===== config.mk =====
export PLATFORM = sky130hd
export DESIGN_NAME = frame_stride_writer
export DESIGN_NICKNAME = d
export VERILOG_FILES = /design/src/rtl/fsw_pkg.sv /design/src/rtl/fsw_cfg_decode.sv /design/src/rtl/fsw_burst_sizer.sv /design/src/rtl/frame_stride_writer.sv
export SDC_FILE = /design/constraint.sdc
export NUM_CORES = 1
export LEC_CHECK = 0
export BUFFER_PORTS_ARGS = -buffer_cell sky130_fd_sc_hd__buf_4
export CAP_MARGIN = 20
export CORE_MARGIN = 2
export CORE_UTILIZATION = 25
export CTS_CLUSTER_DIAMETER = 60
export DETAILED_ROUTE_END_ITERATION = 10
export PLACE_DENSITY = 0.42
export SKIP_CTS_REPAIR_TIMING = 1
export SLEW_MARGIN = 0
export SYNTH_ARGS = -nofsm -noshare
export SYNTH_HDL_FRONTEND = slang
export SYNTH_SLANG_ARGS = --single-unit

===== constraint.sdc =====
create_clock -name clk -period 3.3 [get_ports clk]
set_clock_uncertainty 0.1 [all_clocks]
set_input_delay 0.66 -clock clk [delete_from_list [all_inputs] [get_ports clk]]
set_output_delay 0.66 -clock clk [all_outputs]
set_load 0.1 [all_outputs]

===== src/rtl/fsw_pkg.sv =====
package fsw_pkg;
    typedef enum logic [1:0] {
        ST_IDLE  = 2'd0,
        ST_REQ   = 2'd1,
        ST_BURST = 2'd2
    } fsw_state_e;

    localparam int BEAT_BYTES = 8;
    localparam int DATA_W     = 64;
    localparam int BEATS_W    = 5;
endpackage


===== src/rtl/fsw_cfg_decode.sv =====
module fsw_cfg_decode #(
    parameter int WIDTH_W  = 12,
    parameter int BPP_W    = 3,
    parameter int HEIGHT_W = 12,
    parameter int PITCH_W  = 16,
    parameter int ADDR_W   = 32,
    localparam int LB_W    = WIDTH_W + BPP_W,
    localparam int CMP_W   = (PITCH_W > LB_W) ? PITCH_W : LB_W
) (
    input  logic [WIDTH_W-1:0]  width,
    input  logic [BPP_W-1:0]    bpp,
    input  logic [HEIGHT_W-1:0] height,
    input  logic [PITCH_W-1:0]  pitch,
    input  logic [ADDR_W-1:0]   base,
    input  logic                bus8,
    output logic                bad,
    output logic [LB_W-1:0]     line_beats,
    output logic [4:0]          burst_beats,
    output logic [1:0]          fifo_code,
    output logic [PITCH_W-1:0]  gap,
    output logic [WIDTH_W:0]    bus_cycles
);
    logic [LB_W-1:0]  line_bytes;
    logic [CMP_W-1:0] pitch_x;
    logic [CMP_W-1:0] lb_x;
    logic [CMP_W-1:0] diff;

    assign line_bytes = LB_W'(width) * LB_W'(bpp);
    assign line_beats = line_bytes >> 3;
    assign pitch_x    = CMP_W'(pitch);
    assign lb_x       = CMP_W'(line_bytes);
    assign diff       = pitch_x - lb_x;
    assign gap        = PITCH_W'(diff >> 3);

    always_comb begin
        bad = (width == '0) || (height == '0) || (bpp == '0)
            || (line_bytes[2:0] != 3'd0) || (pitch[2:0] != 3'd0)
            || (pitch_x < lb_x) || (base[2:0] != 3'd0);
        if (line_bytes[6:0] == 7'd0) begin
            burst_beats = 5'd16;
            fifo_code   = 2'd2;
        end else if (line_bytes[5:0] == 6'd0) begin
            burst_beats = 5'd8;
            fifo_code   = 2'd1;
        end else begin
            burst_beats = 5'd4;
            fifo_code   = 2'd0;
        end
        if (bus8 && (bpp == BPP_W'(2)))
            bus_cycles = {width, 1'b0};
        else
            bus_cycles = {1'b0, width};
    end
endmodule


===== src/rtl/fsw_burst_sizer.sv =====
module fsw_burst_sizer #(
    parameter int LB_W = 15
) (
    input  logic [4:0]      burst_beats,
    input  logic [LB_W-1:0] line_left,
    output logic [4:0]      req_beats
);
    always_comb begin
        if (line_left < LB_W'(burst_beats))
            req_beats = line_left[4:0];
        else
            req_beats = burst_beats;
    end
endmodule


===== src/rtl/frame_stride_writer.sv =====
module frame_stride_writer
    import fsw_pkg::*;
#(
    parameter int WIDTH_W  = 12,
    parameter int BPP_W    = 3,
    parameter int HEIGHT_W = 12,
    parameter int PITCH_W  = 16,
    parameter int ADDR_W   = 32
) (
    input  logic                clk,
    input  logic                rst_n,
    input  logic                cfg_load,
    input  logic [WIDTH_W-1:0]  cfg_width,
    input  logic [BPP_W-1:0]    cfg_bpp,
    input  logic [HEIGHT_W-1:0] cfg_height,
    input  logic [PITCH_W-1:0]  cfg_pitch,
    input  logic [ADDR_W-1:0]   cfg_base,
    input  logic                cfg_bus8,
    input  logic                restart,
    input  logic                in_valid,
    input  logic [63:0]         in_data,
    output logic                in_ready,
    output logic                req_valid,
    output logic [ADDR_W-1:0]   req_addr,
    output logic [4:0]          req_beats,
    input  logic                req_ready,
    output logic                wr_valid,
    output logic [ADDR_W-1:0]   wr_addr,
    output logic [63:0]         wr_data,
    input  logic                wr_ready,
    output logic                cfg_err,
    output logic [1:0]          fifo_level,
    output logic [PITCH_W-1:0]  gap_beats,
    output logic [WIDTH_W:0]    line_bus_cycles,
    output logic                frame_done
);
    localparam int LB_W = WIDTH_W + BPP_W;
    localparam logic [ADDR_W-1:0] STEP = ADDR_W'(BEAT_BYTES);

    fsw_state_e          state;
    logic                dec_bad;
    logic [LB_W-1:0]     dec_line_beats;
    logic [4:0]          dec_burst;
    logic [1:0]          dec_fifo;
    logic [PITCH_W-1:0]  dec_gap;
    logic [WIDTH_W:0]    dec_bus;

    logic [ADDR_W-1:0]   base_q;
    logic [PITCH_W-1:0]  pitch_q;
    logic [HEIGHT_W-1:0] height_q;
    logic [LB_W-1:0]     line_beats_q;
    logic [4:0]          burst_q;
    logic [ADDR_W-1:0]   cur_addr;
    logic [ADDR_W-1:0]   line_start;
    logic [LB_W-1:0]     line_left;
    logic [4:0]          burst_left;
    logic [HEIGHT_W-1:0] line_cnt;
    logic [4:0]          sized_beats;
    logic                beat_fire;

    fsw_cfg_decode #(
        .WIDTH_W(WIDTH_W), .BPP_W(BPP_W), .HEIGHT_W(HEIGHT_W),
        .PITCH_W(PITCH_W), .ADDR_W(ADDR_W)
    ) u_decode (
        .width      (cfg_width),
        .bpp        (cfg_bpp),
        .height     (cfg_height),
        .pitch      (cfg_pitch),
        .base       (cfg_base),
        .bus8       (cfg_bus8),
        .bad        (dec_bad),
        .line_beats (dec_line_beats),
        .burst_beats(dec_burst),
        .fifo_code  (dec_fifo),
        .gap        (dec_gap),
        .bus_cycles (dec_bus)
    );

    fsw_burst_sizer #(.LB_W(LB_W)) u_sizer (
        .burst_beats(burst_q),
        .line_left  (line_left),
        .req_beats  (sized_beats)
    );

    assign beat_fire = (state == ST_BURST) && in_valid && wr_ready;

    // State register and datapath counters
    always_ff @(posedge clk or negedge rst_n) begin
        if (!rst_n) begin
            state           <= ST_IDLE;
            cfg_err         <= 1'b0;
            frame_done      <= 1'b0;
            base_q          <= '0;
            pitch_q         <= '0;
            height_q        <= '0;
            line_beats_q    <= '0;
            burst_q         <= 5'd4;
            fifo_level      <= 2'd0;
            gap_beats       <= '0;
            line_bus_cycles <= '0;
            cur_addr        <= '0;
            line_start      <= '0;
            line_left       <= '0;
            burst_left      <= '0;
            line_cnt        <= '0;
        end else begin
            frame_done <= 1'b0;
            if (cfg_load) begin
                if (dec_bad) begin
                    cfg_err <= 1'b1;
                    state   <= ST_IDLE;
                end else begin
                    cfg_err         <= 1'b0;
                    base_q          <= cfg_base;
                    pitch_q         <= cfg_pitch;
                    height_q        <= cfg_height;
                    line_beats_q    <= dec_line_beats;
                    burst_q         <= dec_burst;
                    fifo_level      <= dec_fifo;
                    gap_beats       <= dec_gap;
                    line_bus_cycles <= dec_bus;
                    cur_addr        <= cfg_base;
                    line_start      <= cfg_base;
                    line_left       <= dec_line_beats;
                    line_cnt        <= '0;
                    state           <= ST_REQ;
                end
            end else if (restart && (state != ST_IDLE)) begin
                cur_addr   <= base_q;
                line_start <= base_q;
                line_left  <= line_beats_q;
                line_cnt   <= '0;
                state      <= ST_REQ;
            end else begin
                unique case (state)
                    ST_IDLE: begin
                        state <= ST_IDLE;
                    end
                    ST_REQ: begin
                        if (req_ready) begin
                            burst_left <= sized_beats;
                            state      <= ST_BURST;
                        end
                    end
                    ST_BURST: begin
                        if (beat_fire) begin
                            cur_addr   <= cur_addr + STEP;
                            burst_left <= burst_left - 5'd1;
                            line_left  <= line_left - LB_W'(1);
                            if (burst_left == 5'd1) begin
                                state <= ST_REQ;
                                if (line_left == LB_W'(1)) begin
                                    line_left <= line_beats_q;
                                    if (line_cnt == height_q - HEIGHT_W'(1)) begin
                                        line_cnt   <= '0;
                                        cur_addr   <= base_q;
                                        line_start <= base_q;
                                        frame_done <= 1'b1;
                                    end else begin
                                        line_cnt   <= line_cnt + HEIGHT_W'(1);
                                        line_start <= line_start + ADDR_W'(pitch_q);
                                        cur_addr   <= line_start + ADDR_W'(pitch_q);
                                    end
                                end
                            end
                        end
                    end
                    default: state <= ST_IDLE;
                endcase
            end
        end
    end

    // Outputs decoded from state
    always_comb begin
        req_valid = 1'b0;
        in_ready  = 1'b0;
        wr_valid  = 1'b0;
        req_addr  = cur_addr;
        req_beats = sized_beats;
        wr_addr   = cur_addr;
        wr_data   = in_data;
        unique case (state)
            ST_IDLE:  ;
            ST_REQ:   req_valid = 1'b1;
            ST_BURST: begin
                in_ready = wr_ready;
                wr_valid = in_valid;
            end
            default:  ;
        endcase
    end
endmodule


==> out/summary.txt, run 1 <==
Final setup vio count: 198
Cell-by-cell trace of the critical path: buf_8 -> nand2_4 -> fa_1 -> inv_2 -> ha_4 -> fa_2 -> a21o_1 -> a21o_1 -> a311o_1 -> a21o_1 -> a21oi_2 -> xor2_2 -> ha_4 -> o21a_1 -> o21a_1 -> o22ai_2 -> a2111o_1 -> and2_4 -> buf_12 -> clkbuf_16 -> or3_1 -> o21ai_1
Cell internal power dissipation: 6.561 mW
FP Rows: 86
Flip-flop and latch count after synthesis: 201
Share of cells above drive strength 1: 27.91%
F_max: 216.6 MHz
Relative slew slack: 51.35%
Die Height: 240.0 um
Worst reg-to-reg path cell count: 10
Capturing element type of the critical path: flip-flop
DRC violations left: 0
Total wire length: 52580 um
Clock Sink Count: 201
Starting DRC count in detailed routing: 792
Kind of start point of the critical path: input pin
Clock tree from TritonCTS: built
Global routing usage on met2: 31.49%
Main synth FF type: sky130_fd_sc_hd__dfrtp_1
Latest clock arrival within the worst-skew pair: 0.59 ns
Post-synthesis cell count: 1664
Slew Limit Fails: 0
Post-synthesis instance area: 13920 um^2
M3 GR Usage: 3.284%
Half-perimeter wire length of the detailed placement result: 40230 um
Number of nets with antenna violations after routing: 0
Unrepaired setup endpoints after global routing: yes
First-pass GRT wire length: 79320 um
Maxcap violations: 0
Part of the cycle the worst path needs: 139.9%
Post-place setup slack: -1.976 ns
Status: finished, violations left
Violated checks: negative hold slack, negative setup slack
Logic depth of the worst setup path including buffers: 22
Sequential fraction of the synthesis area: 36.13%
Total number of vias: 13.13k
Final cell utilization of the core: 33.97%
Share of power burned in registers: 27.6%
Critical path's most frequent cell: sky130_fd_sc_hd__a21o_1
Number of input and output port buffers inserted: 184
Count of yosys warnings during synthesis: 0
Total Routing Usage GR: 17.99%
Area grow syn2layout: 34.42%
Buffers plus inverters on the worst setup path: 4
Number of buffers created by CTS: 30
Final nets: 2157
Wire length per cell after detailed routing: 19.36 um
Count of endpoints failing hold in the final timing report: 5
CORE AREA: 55090 um^2
Pleak: 8.975 nW
Crit path kind: in2reg
Clock transition time at the flip-flop clock pins of the worst setup and hold paths: 0.05 ns
# IOs: 316
Minimum clock period after layout: 4.617 ns
Power density over cell area: 633.1 nW/um^2
Pin slew with the least headroom to its limit: 0.7297 ns
Worst path setup slack after routing: -1.317 ns
Peak ir drop on the vdd network: 0.0005457 V
Number of filler instances in the final layout: 5861
Setup TNS: -227.30 ns
Routed vias/inst: 4.836
Combinational power share: 44.2%
Number of distinct standard cells referenced by the synthesized netlist: 85
Via count of the first global-routing pass: 13.25k
Number of enable flip-flop cells after synthesis: 0
Number of search-and-repair iterations in the first detailed-routing pass: 5
Number of antenna violations at the first check in global routing: 2
Largest delay share family, worst path: compound AO/OA/AOI/OAI gates
Power dissipated by switching net loads: 5.288 mW
Switching part of the total power: 44.63%
Level count of the clock H-tree: 1
Crit-path max cell delay: 0.55 ns
Last weighted congestion value of the routability-driven placer: 0.8595
Root buffer cell: sky130_fd_sc_hd__clkbuf_16
Worst-path maximum fanout: 6
Endpoint required time on the critical path: 3.69 ns
Fraction of registers with async set or reset after synthesis: 100.0%
Clock Tree Buf Depth: 3
Worst hold-check path type: in2async
Met1 track demand over resource: 22.62%
Arrival time worst endpoint: 5.01 ns
Busiest layer in global routing: met2
CP max stage cell: sky130_fd_sc_hd__fa_1
GRT Residual Overflow: 0
Chip Width: 240.0 um
Worst Hold Slack: -0.01597 ns
Mean area per synthesized cell: 8.367 um^2
Power share of the clock group: 28.1%
Floorplan die area: 57600 um^2
Starting utilization of the core area: 25.27%
Maximum number of pins on one net before global-route repair: 84
==> cell usage after synthesis (6+ instances only) <==
library cell	instances	area [um^2]
sky130_fd_sc_hd__a211oi_1	22	165.2
sky130_fd_sc_hd__a21o_1	28	210.2
sky130_fd_sc_hd__a21oi_1	83	415.4
sky130_fd_sc_hd__a22o_1	12	105.1
sky130_fd_sc_hd__a22oi_1	6	45.04
sky130_fd_sc_hd__a31oi_1	26	162.7
sky130_fd_sc_hd__and2_1	14	87.58
sky130_fd_sc_hd__and3_1	26	162.7
sky130_fd_sc_hd__buf_2	7	35.03
sky130_fd_sc_hd__buf_4	101	758.2
sky130_fd_sc_hd__clkbuf_1	65	244.0
sky130_fd_sc_hd__dfrtp_1	200	5005
sky130_fd_sc_hd__fa_1	12	240.2
sky130_fd_sc_hd__ha_1	54	675.7
sky130_fd_sc_hd__inv_1	59	221.5
sky130_fd_sc_hd__mux2i_1	20	200.2
sky130_fd_sc_hd__nand2_1	313	1175
sky130_fd_sc_hd__nand3_1	41	205.2
sky130_fd_sc_hd__nand4_1	26	162.7
sky130_fd_sc_hd__nor2_1	95	356.6
sky130_fd_sc_hd__nor2b_1	16	100.1
sky130_fd_sc_hd__nor3_1	27	135.1
sky130_fd_sc_hd__nor4_1	15	93.84
sky130_fd_sc_hd__o211ai_1	9	67.56
sky130_fd_sc_hd__o21a_1	12	90.09
sky130_fd_sc_hd__o21ai_0	91	455.4
sky130_fd_sc_hd__o21ai_1	29	145.1
sky130_fd_sc_hd__o221ai_1	11	96.34
sky130_fd_sc_hd__o22a_1	7	61.31
sky130_fd_sc_hd__o22ai_1	14	87.58
sky130_fd_sc_hd__o31ai_1	9	67.56
sky130_fd_sc_hd__or2_2	6	37.54
sky130_fd_sc_hd__xnor2_1	50	437.9
sky130_fd_sc_hd__xor2_1	45	394.1
==> per-stage QoR <==
step	cell area, um^2	hold WS (ns)	instances	total power [mW]
final	18720	-0.01597	2716	11.85
after global routing	18710	0.02817	2715	12.46
after CTS	18140	0.003022	2692	11.87
after detailed placement	17110	0.3616	2637	8.451
after global placement	17110	0.3591	2637	8.439
after floorplan	14290	0.2644	1666	7.261
==> state kept, by name (all words and copies together) (netlist names) <==
name             flops
base_q              32
line_start          32
req_addr            32
pitch_q             16
line_left           15
gap_beats           13
line_bus_cycles     13
height_q            12
line_beats_q        12
line_cnt            12
burst_left           5
burst_q              2
state                2
cfg_err              1
fifo_level           1
frame_done           1
==> cell families after synthesis <==
kind of cell               Yosys count  synth area share, %
AOI/OAI and AO/OA                  418                19.66
and+or+nand+nor                    618                20.42
muxes                               26                1.923
DFF                                201                36.13
other                                1              0.02693
buffers and inverters              239                9.283
adders and majority gates           66                6.578
xor gates and xnor gates            95                5.976
==> power by group through the flow <==
stage / clock (mW) / combinational [mW] / sequential, mW
after global placement: 0 / 5.13 / 3.31
final: 3.33 / 5.24 / 3.27
after floorplan: 0 / 3.06 / 4.20
after global routing: 3.54 / 5.59 / 3.33
after CTS: 3.43 / 5.15 / 3.28
after detailed placement: 0 / 5.13 / 3.32
==> routing by layer <==
metal	routed length, um	up-vias	share of wire [%]
li1	-	6339	-
met1	22650	6340	43
met2	25780	379	49
met3	2792	72	5.3
met4	1350	4	2.6
met5	18	-	0.034
==> cell type report <==
type | instances | area (um^2) | share of cell area [%]
timing repair buffer | 425 | 3610 | 19.29
clock buffer | 43 | 869.6 | 4.646
tap | 748 | 935.9 | 5.001
antenna | 1 | 2.502 | 0.01337
clock inverter | 12 | 157.7 | 0.8424
multi-input combinational | 1226 | 7884 | 42.12
sequential | 201 | 5031 | 26.88
inverter | 60 | 225.2 | 1.203
==> cells in the final DEF, fill, tap and decap left out, types with 19 or more instances in the layout <==
cell                        synthesis  routed
sky130_fd_sc_hd__inv_1             59      57
sky130_fd_sc_hd__a21oi_1           83      82
sky130_fd_sc_hd__xnor2_1           50      50
sky130_fd_sc_hd__nor3_1            27      25
sky130_fd_sc_hd__mux2i_1           20      20
sky130_fd_sc_hd__dfrtp_1          200     200
sky130_fd_sc_hd__o21ai_0           91      66
sky130_fd_sc_hd__nand2_1          313     300
sky130_fd_sc_hd__clkbuf_16          0      33
sky130_fd_sc_hd__buf_6              1      19
sky130_fd_sc_hd__a211oi_1          22      21
sky130_fd_sc_hd__ha_1              54      52
sky130_fd_sc_hd__a31oi_1           26      26
sky130_fd_sc_hd__xor2_1            45      44
sky130_fd_sc_hd__a21o_1            28      28
sky130_fd_sc_hd__buf_4            101     378
sky130_fd_sc_hd__and3_1            26      26
sky130_fd_sc_hd__o21ai_1           29      46
sky130_fd_sc_hd__nand3_1           41      40
sky130_fd_sc_hd__buf_12             0      19
sky130_fd_sc_hd__nor2_1            95      93
sky130_fd_sc_hd__nand4_1           26      26
==> final timing paths <==
| check | startpoint | to | slack, ns |
|---|---|---|---|
| max reg2reg | line_left[13] | req_addr[27] | -0.13 |
| max in group asynchronous | rst_n | burst_q[2] | 2.24 |
| min reg2reg | burst_q[2] | burst_q[2] | 0.37 |
| max | cfg_width[2] | fifo_level[0] | -1.32 |
| min in group clk | cfg_base[23] | base_q[23] | 0.18 |
| min | rst_n | height_q[9] | -0.02 |
Note: power is estimated with default switching activity, not from simulation.
==> run 2: changes to the inputs <==
CORE_UTILIZATION = 39   (was 25)
PLACE_DENSITY = 0.6   (was 0.42)
==> run 2 against run 1 <==
  * The run ends with negative setup slack left
  * Register-to-register slack better by 0.09 ns
  * Utilization is 19 points higher
  * Clock power is 3% lower
  * Die area decreased by 35%
  * Sequential power about the same
  * Fmax down 3.3%
==> out/summary.txt, run 2 (synthesis results as in run 1) <==
Count of endpoints failing hold in the final timing report: 0
Wire length per cell after detailed routing: 19.90 um
Power density over cell area: 627.6 nW/um^2
Final setup vio count: 200
Share of power burned in registers: 28.2%
Clock Tree Buf Depth: 3
Status: finished, violations left
GRT Residual Overflow: 0
Worst path setup slack after routing: -1.476 ns
Logic depth of the worst setup path including buffers: 21
Half-perimeter wire length of the detailed placement result: 34620 um
Starting DRC count in detailed routing: 1006
Clock transition time at the flip-flop clock pins of the worst setup and hold paths: 0.06 ns
Total Routing Usage GR: 24.54%
Endpoint required time on the critical path: 3.64 ns
Part of the cycle the worst path needs: 144.7%
FP Rows: 69
Clock tree from TritonCTS: built
Crit-path max cell delay: 0.54 ns
CP max stage cell: sky130_fd_sc_hd__fa_1
Die Height: 192.9 um
Pin slew with the least headroom to its limit: 0.8246 ns
Power share of the clock group: 27.7%
Final cell utilization of the core: 52.70%
Clock Sink Count: 201
Root buffer cell: sky130_fd_sc_hd__clkbuf_16
Final nets: 2144
Maxcap violations: 0
Last weighted congestion value of the routability-driven placer: 0.8913
Total number of vias: 13.41k
DRC violations left: 0
Power dissipated by switching net loads: 5.229 mW
Relative slew slack: 44.82%
Number of nets with antenna violations after routing: 0
Share of cells above drive strength 1: 29.32%
Area grow syn2layout: 33.99%
Kind of start point of the critical path: input pin
Critical path's most frequent cell: sky130_fd_sc_hd__a21o_1
First-pass GRT wire length: 71570 um
Pleak: 9.039 nW
Capturing element type of the critical path: flip-flop
Number of search-and-repair iterations in the first detailed-routing pass: 6
Minimum clock period after layout: 4.776 ns
Routed vias/inst: 5.551
Via count of the first global-routing pass: 12.85k
Most frequent cells in the layout: 349 x sky130_fd_sc_hd__buf_4, 286 x sky130_fd_sc_hd__nand2_1, 200 x sky130_fd_sc_hd__dfrtp_1
Peak ir drop on the vdd network: 0.0009102 V
# IOs: 316
Unrepaired setup endpoints after global routing: yes
Worst-path maximum fanout: 4
Number of input and output port buffers inserted: 184
Largest delay share family, worst path: compound AO/OA/AOI/OAI gates
CORE AREA: 35400 um^2
Crit path kind: in2reg
Arrival time worst endpoint: 5.12 ns
Floorplan die area: 37230 um^2
Total wire length: 48070 um
Buffers plus inverters on the worst setup path: 5
Combinational power share: 44.2%
Slew Limit Fails: 0
Worst reg-to-reg path cell count: 12
Most frequent standard cell in the layout excluding fill and tap cells: sky130_fd_sc_hd__buf_4
Setup TNS: -259.19 ns
Cell internal power dissipation: 6.479 mW
Worst hold-check path type: in2async
Number of buffers created by CTS: 29
Latest clock arrival within the worst-skew pair: 0.56 ns
Level count of the clock H-tree: 1
F_max: 209.4 MHz
Maximum number of pins on one net before global-route repair: 70
Violated checks: negative setup slack
Chip Width: 192.9 um
Number of antenna violations at the first check in global routing: 1
Switching part of the total power: 44.66%
Cell-by-cell trace of the critical path: buf_8 -> nand2_4 -> fa_1 -> inv_2 -> ha_4 -> fa_2 -> a21o_1 -> a21o_1 -> a311o_1 -> a21o_1 -> a21oi_2 -> xor2_2 -> ha_2 -> a2111o_1 -> inv_2 -> a2111o_1 -> and2_4 -> a21oi_4 -> buf_6 -> buf_6 -> mux2_4
Starting utilization of the core area: 39.34%
[run 2: layer usage]
metal	wire length (um)	vias to the layer above	share of wire [%]	track usage, %
met4	1857	0	3.9	9.761
met2	21960	521	46	39.08
met1	20630	6483	43	32.89
li1	-	6310	-	-
met3	3616	97	7.5	4.778
met5	0	-	0	0
[run 2: path summary, 6_finish.rpt]
kind | startpoint | to | slack, ns
hold / removal | rst_n | height_q[4] | 0.02
hold reg to reg | base_q[11] | base_q[11] | 0.37
min in group clk | cfg_base[23] | base_q[23] | 0.21
max in group asynchronous | rst_n | base_q[26] | 2.24
setup / recovery | cfg_bpp[2] | line_start[14] | -1.48
setup reg to reg | height_q[0] | line_start[16] | -0.04
[run 2: per-stage QoR]
| stage | std cells | worst slack, ns | total power [mW] | area [um^2] | hold slack (ns) |
|---|---|---|---|---|---|
| floorplan | 1666 | -1.754 | 7.261 | 14290 | 0.2644 |
| global placement | 2318 | -1.877 | 8.234 | 16460 | 0.3541 |
| detailed placement | 2318 | -1.931 | 8.279 | 16460 | 0.3583 |
| CTS | 2372 | -1.388 | 11.56 | 17460 | 0.04191 |
| global route | 2415 | -1.621 | 12.28 | 18650 | 0.07091 |
| finish | 2416 | -1.476 | 11.71 | 18660 | 0.01542 |
[run 2: area by class of cell]
type	instances	area [um^2]
repair buffers	413	3710
multi-input cells	1226	8113
clock inverters	17	211.5
inverters	60	225.2
flip-flops and latches	201	5031
diodes	1	2.502
fillers	3263	16740
clock buffers	37	785.8
well taps	461	576.8
[run 2: power by group through the flow]
stage / Combinational [mW] / Sequential [mW] / Clock, mW
after floorplan: 3.06 / 4.20 / 0
after global placement: 4.92 / 3.31 / 0
after detailed placement: 4.96 / 3.32 / 0
after CTS: 4.98 / 3.28 / 3.30
after global routing: 5.51 / 3.35 / 3.42
final: 5.17 / 3.30 / 3.24
==> run 3: changes to the inputs <==
BUFFER_PORTS_ARGS = -buffer_cell sky130_fd_sc_hd__buf_2   (was -buffer_cell sky130_fd_sc_hd__buf_4)
==> run 3 against run 2 <==
  * The run still ends with negative setup slack left
  * Fmax up 2.8%
  * Die area did not move
  * Sequential share of layout area increased by 0.16 points
  * Utilization fell by 0.31 points
  * Via count is 0.22% higher
  * Cell area is 0.60% lower
  * Wire length rose by 0.48%
  * Register-to-register slack barely moved
  * Clock power decreased by 6%
==> out/summary.txt, run 3 (synthesis results as in run 1) <==
Number of buffers created by CTS: 29
Final cell utilization of the core: 52.39%
Maximum number of pins on one net before global-route repair: 83
Area grow syn2layout: 33.19%
Busiest layer in global routing: met2
FP Rows: 69
CP max stage cell: sky130_fd_sc_hd__fa_1
Routed vias/inst: 5.547
Relative slew slack: 46.90%
Number of input and output port buffers inserted: 184
Worst-path maximum fanout: 7
Switching part of the total power: 46.20%
Power density over cell area: 615.8 nW/um^2
Largest delay share family, worst path: compound AO/OA/AOI/OAI gates
Die Height: 192.9 um
F_max: 215.2 MHz
Count of endpoints failing hold in the final timing report: 0
Capturing element type of the critical path: flip-flop
Status: finished, violations left
Met1 track demand over resource: 32.43%
Number of search-and-repair iterations in the first detailed-routing pass: 6
Clock tree from TritonCTS: built
Start point of the critical path: cfg_width[2]
Pin slew with the least headroom to its limit: 0.7912 ns
Worst hold-check path type: in2async
Cell internal power dissipation: 6.144 mW
Number of antenna violations at the first check in global routing: 3
Power dissipated by switching net loads: 5.276 mW
Cell area reported after detailed placement: 16220 um^2
Crit-path max cell delay: 0.54 ns
Combinational power share: 44.6%
Root buffer cell: sky130_fd_sc_hd__clkbuf_16
Timing endpoint of the critical path: req_addr[29]
Endpoint required time on the critical path: 3.65 ns
Most frequent cells in the layout: 248 x sky130_fd_sc_hd__nand2_1, 200 x sky130_fd_sc_hd__dfrtp_1, 188 x sky130_fd_sc_hd__buf_4
Clock Tree Buf Depth: 3
Logic depth of the worst setup path including buffers: 23
Post-place setup slack: -2.022 ns
Unrepaired setup endpoints after global routing: yes
Minimum clock period after layout: 4.646 ns
Total number of vias: 13.44k
Setup slack on the worst flop-to-flop path: -0.04 ns
FF-to-FF Start: height_q[1]
Total wire length: 48300 um
CORE AREA: 35400 um^2
Worst reg-to-reg path cell count: 11
Part of the cycle the worst path needs: 140.8%
Arrival time worst endpoint: 4.99 ns
Critical path's most frequent cell: sky130_fd_sc_hd__a21o_1
Floorplan die area: 37230 um^2
Cell-by-cell trace of the critical path: buf_8 -> nand2_4 -> fa_1 -> inv_2 -> ha_4 -> fa_2 -> a21o_1 -> a21o_1 -> a311o_1 -> a21o_1 -> a21oi_2 -> xor2_2 -> ha_4 -> o21a_1 -> o21a_1 -> o22ai_2 -> a2111o_1 -> and2_4 -> buf_6 -> clkbuf_16 -> or3_1 -> o21ai_1 -> a21oi_1
Kind of start point of the critical path: input pin
Pleak: 9.032 nW
Final nets: 2154
Via count of the first global-routing pass: 12.99k
Peak ir drop on the vdd network: 0.0007972 V
Final std cell area, no fill: 18540 um^2
Starting utilization of the core area: 39.34%
First-pass GRT wire length: 71370 um
Worst path setup slack after routing: -1.346 ns
Power share of the clock group: 26.7%
Wire length per cell after detailed routing: 19.93 um
Buffers plus inverters on the worst setup path: 4
# IOs: 316
RR Endpoint: line_start[13]
Global routing usage on met2: 39.27%
GRT Residual Overflow: 0
Most frequent standard cell in the layout excluding fill and tap cells: sky130_fd_sc_hd__nand2_1
Number of filler instances in the final layout: 3281
Share of cells above drive strength 1: 32.40%
Clock transition time at the flip-flop clock pins of the worst setup and hold paths: 0.06 ns
Crit path kind: in2reg
Total Routing Usage GR: 24.50%
Last weighted congestion value of the routability-driven placer: 0.8831
Slew Limit Fails: 0
Chip Width: 192.9 um
Latest clock arrival within the worst-skew pair: 0.59 ns
Half-perimeter wire length of the detailed placement result: 34310 um
M3 GR Usage: 5.140%
Maxcap violations: 0
Final setup vio count: 200
Violated checks: negative setup slack
DRC violations left: 0
Clock Sink Count: 201
Level count of the clock H-tree: 1
Share of power burned in registers: 28.7%
Starting DRC count in detailed routing: 1055
Number of nets with antenna violations after routing: 0
run 3: cell type report:
| cell class | count | area [um^2] | share of cell area (%) |
|---|---|---|---|
| Multi-Input combinational cell | 1226 | 8396 | 45.27 |
| Timing Repair Buffer | 423 | 3387 | 18.26 |
| Clock inverter | 10 | 106.4 | 0.5735 |
| Clock buffer | 40 | 817.0 | 4.406 |
| Antenna cell | 2 | 5.005 | 0.02699 |
| Tap cell | 461 | 576.8 | 3.110 |
| Inverter | 60 | 225.2 | 1.214 |
| Sequential cell | 201 | 5031 | 27.13 |
run 3: worst min-delay path by stage:
stage,from,slack [ns],cells past startpoint,endpoint
after floorplan,rst_n,0.26,0,base_q[0]
after global placement,base_q[15],0.35,2,base_q[15]
after detailed placement,gap_beats[9],0.35,2,gap_beats[9]
after CTS,rst_n,0.04,1,base_q[18]
after global routing,rst_n,0.07,1,line_cnt[7]
final,rst_n,0.02,1,line_cnt[7]
run 3: through the flow:
stage	power (mW)	instances	hold WS (ns)	setup TNS, ns
finish	11.42	2423	0.02358	-238.21
global route	11.96	2422	0.07414	-261.83
CTS	11.21	2384	0.04211	-254.12
detailed placement	8.150	2334	0.3506	-368.22
global placement	8.104	2334	0.3496	-354.38
floorplan	7.261	1666	0.2644	-305.91
run 3: metal layers:
layer	share of wire [%]	routed length, um
met2	46	22290
met4	4.0	1918
met3	6.8	3264
met5	0.029	14
met1	43	20820
run 3: power by group through the flow:
stage          clock [mW]  combinational [mW]  sequential (mW)
2_1_floorplan           0                3.06             4.20
3_3_place_gp            0                4.84             3.26
3_5_place_dp            0                4.87             3.28
4_1_cts              3.08                4.89             3.24
5_1_grt              3.19                5.43             3.34
6_report             3.04                5.09             3.28
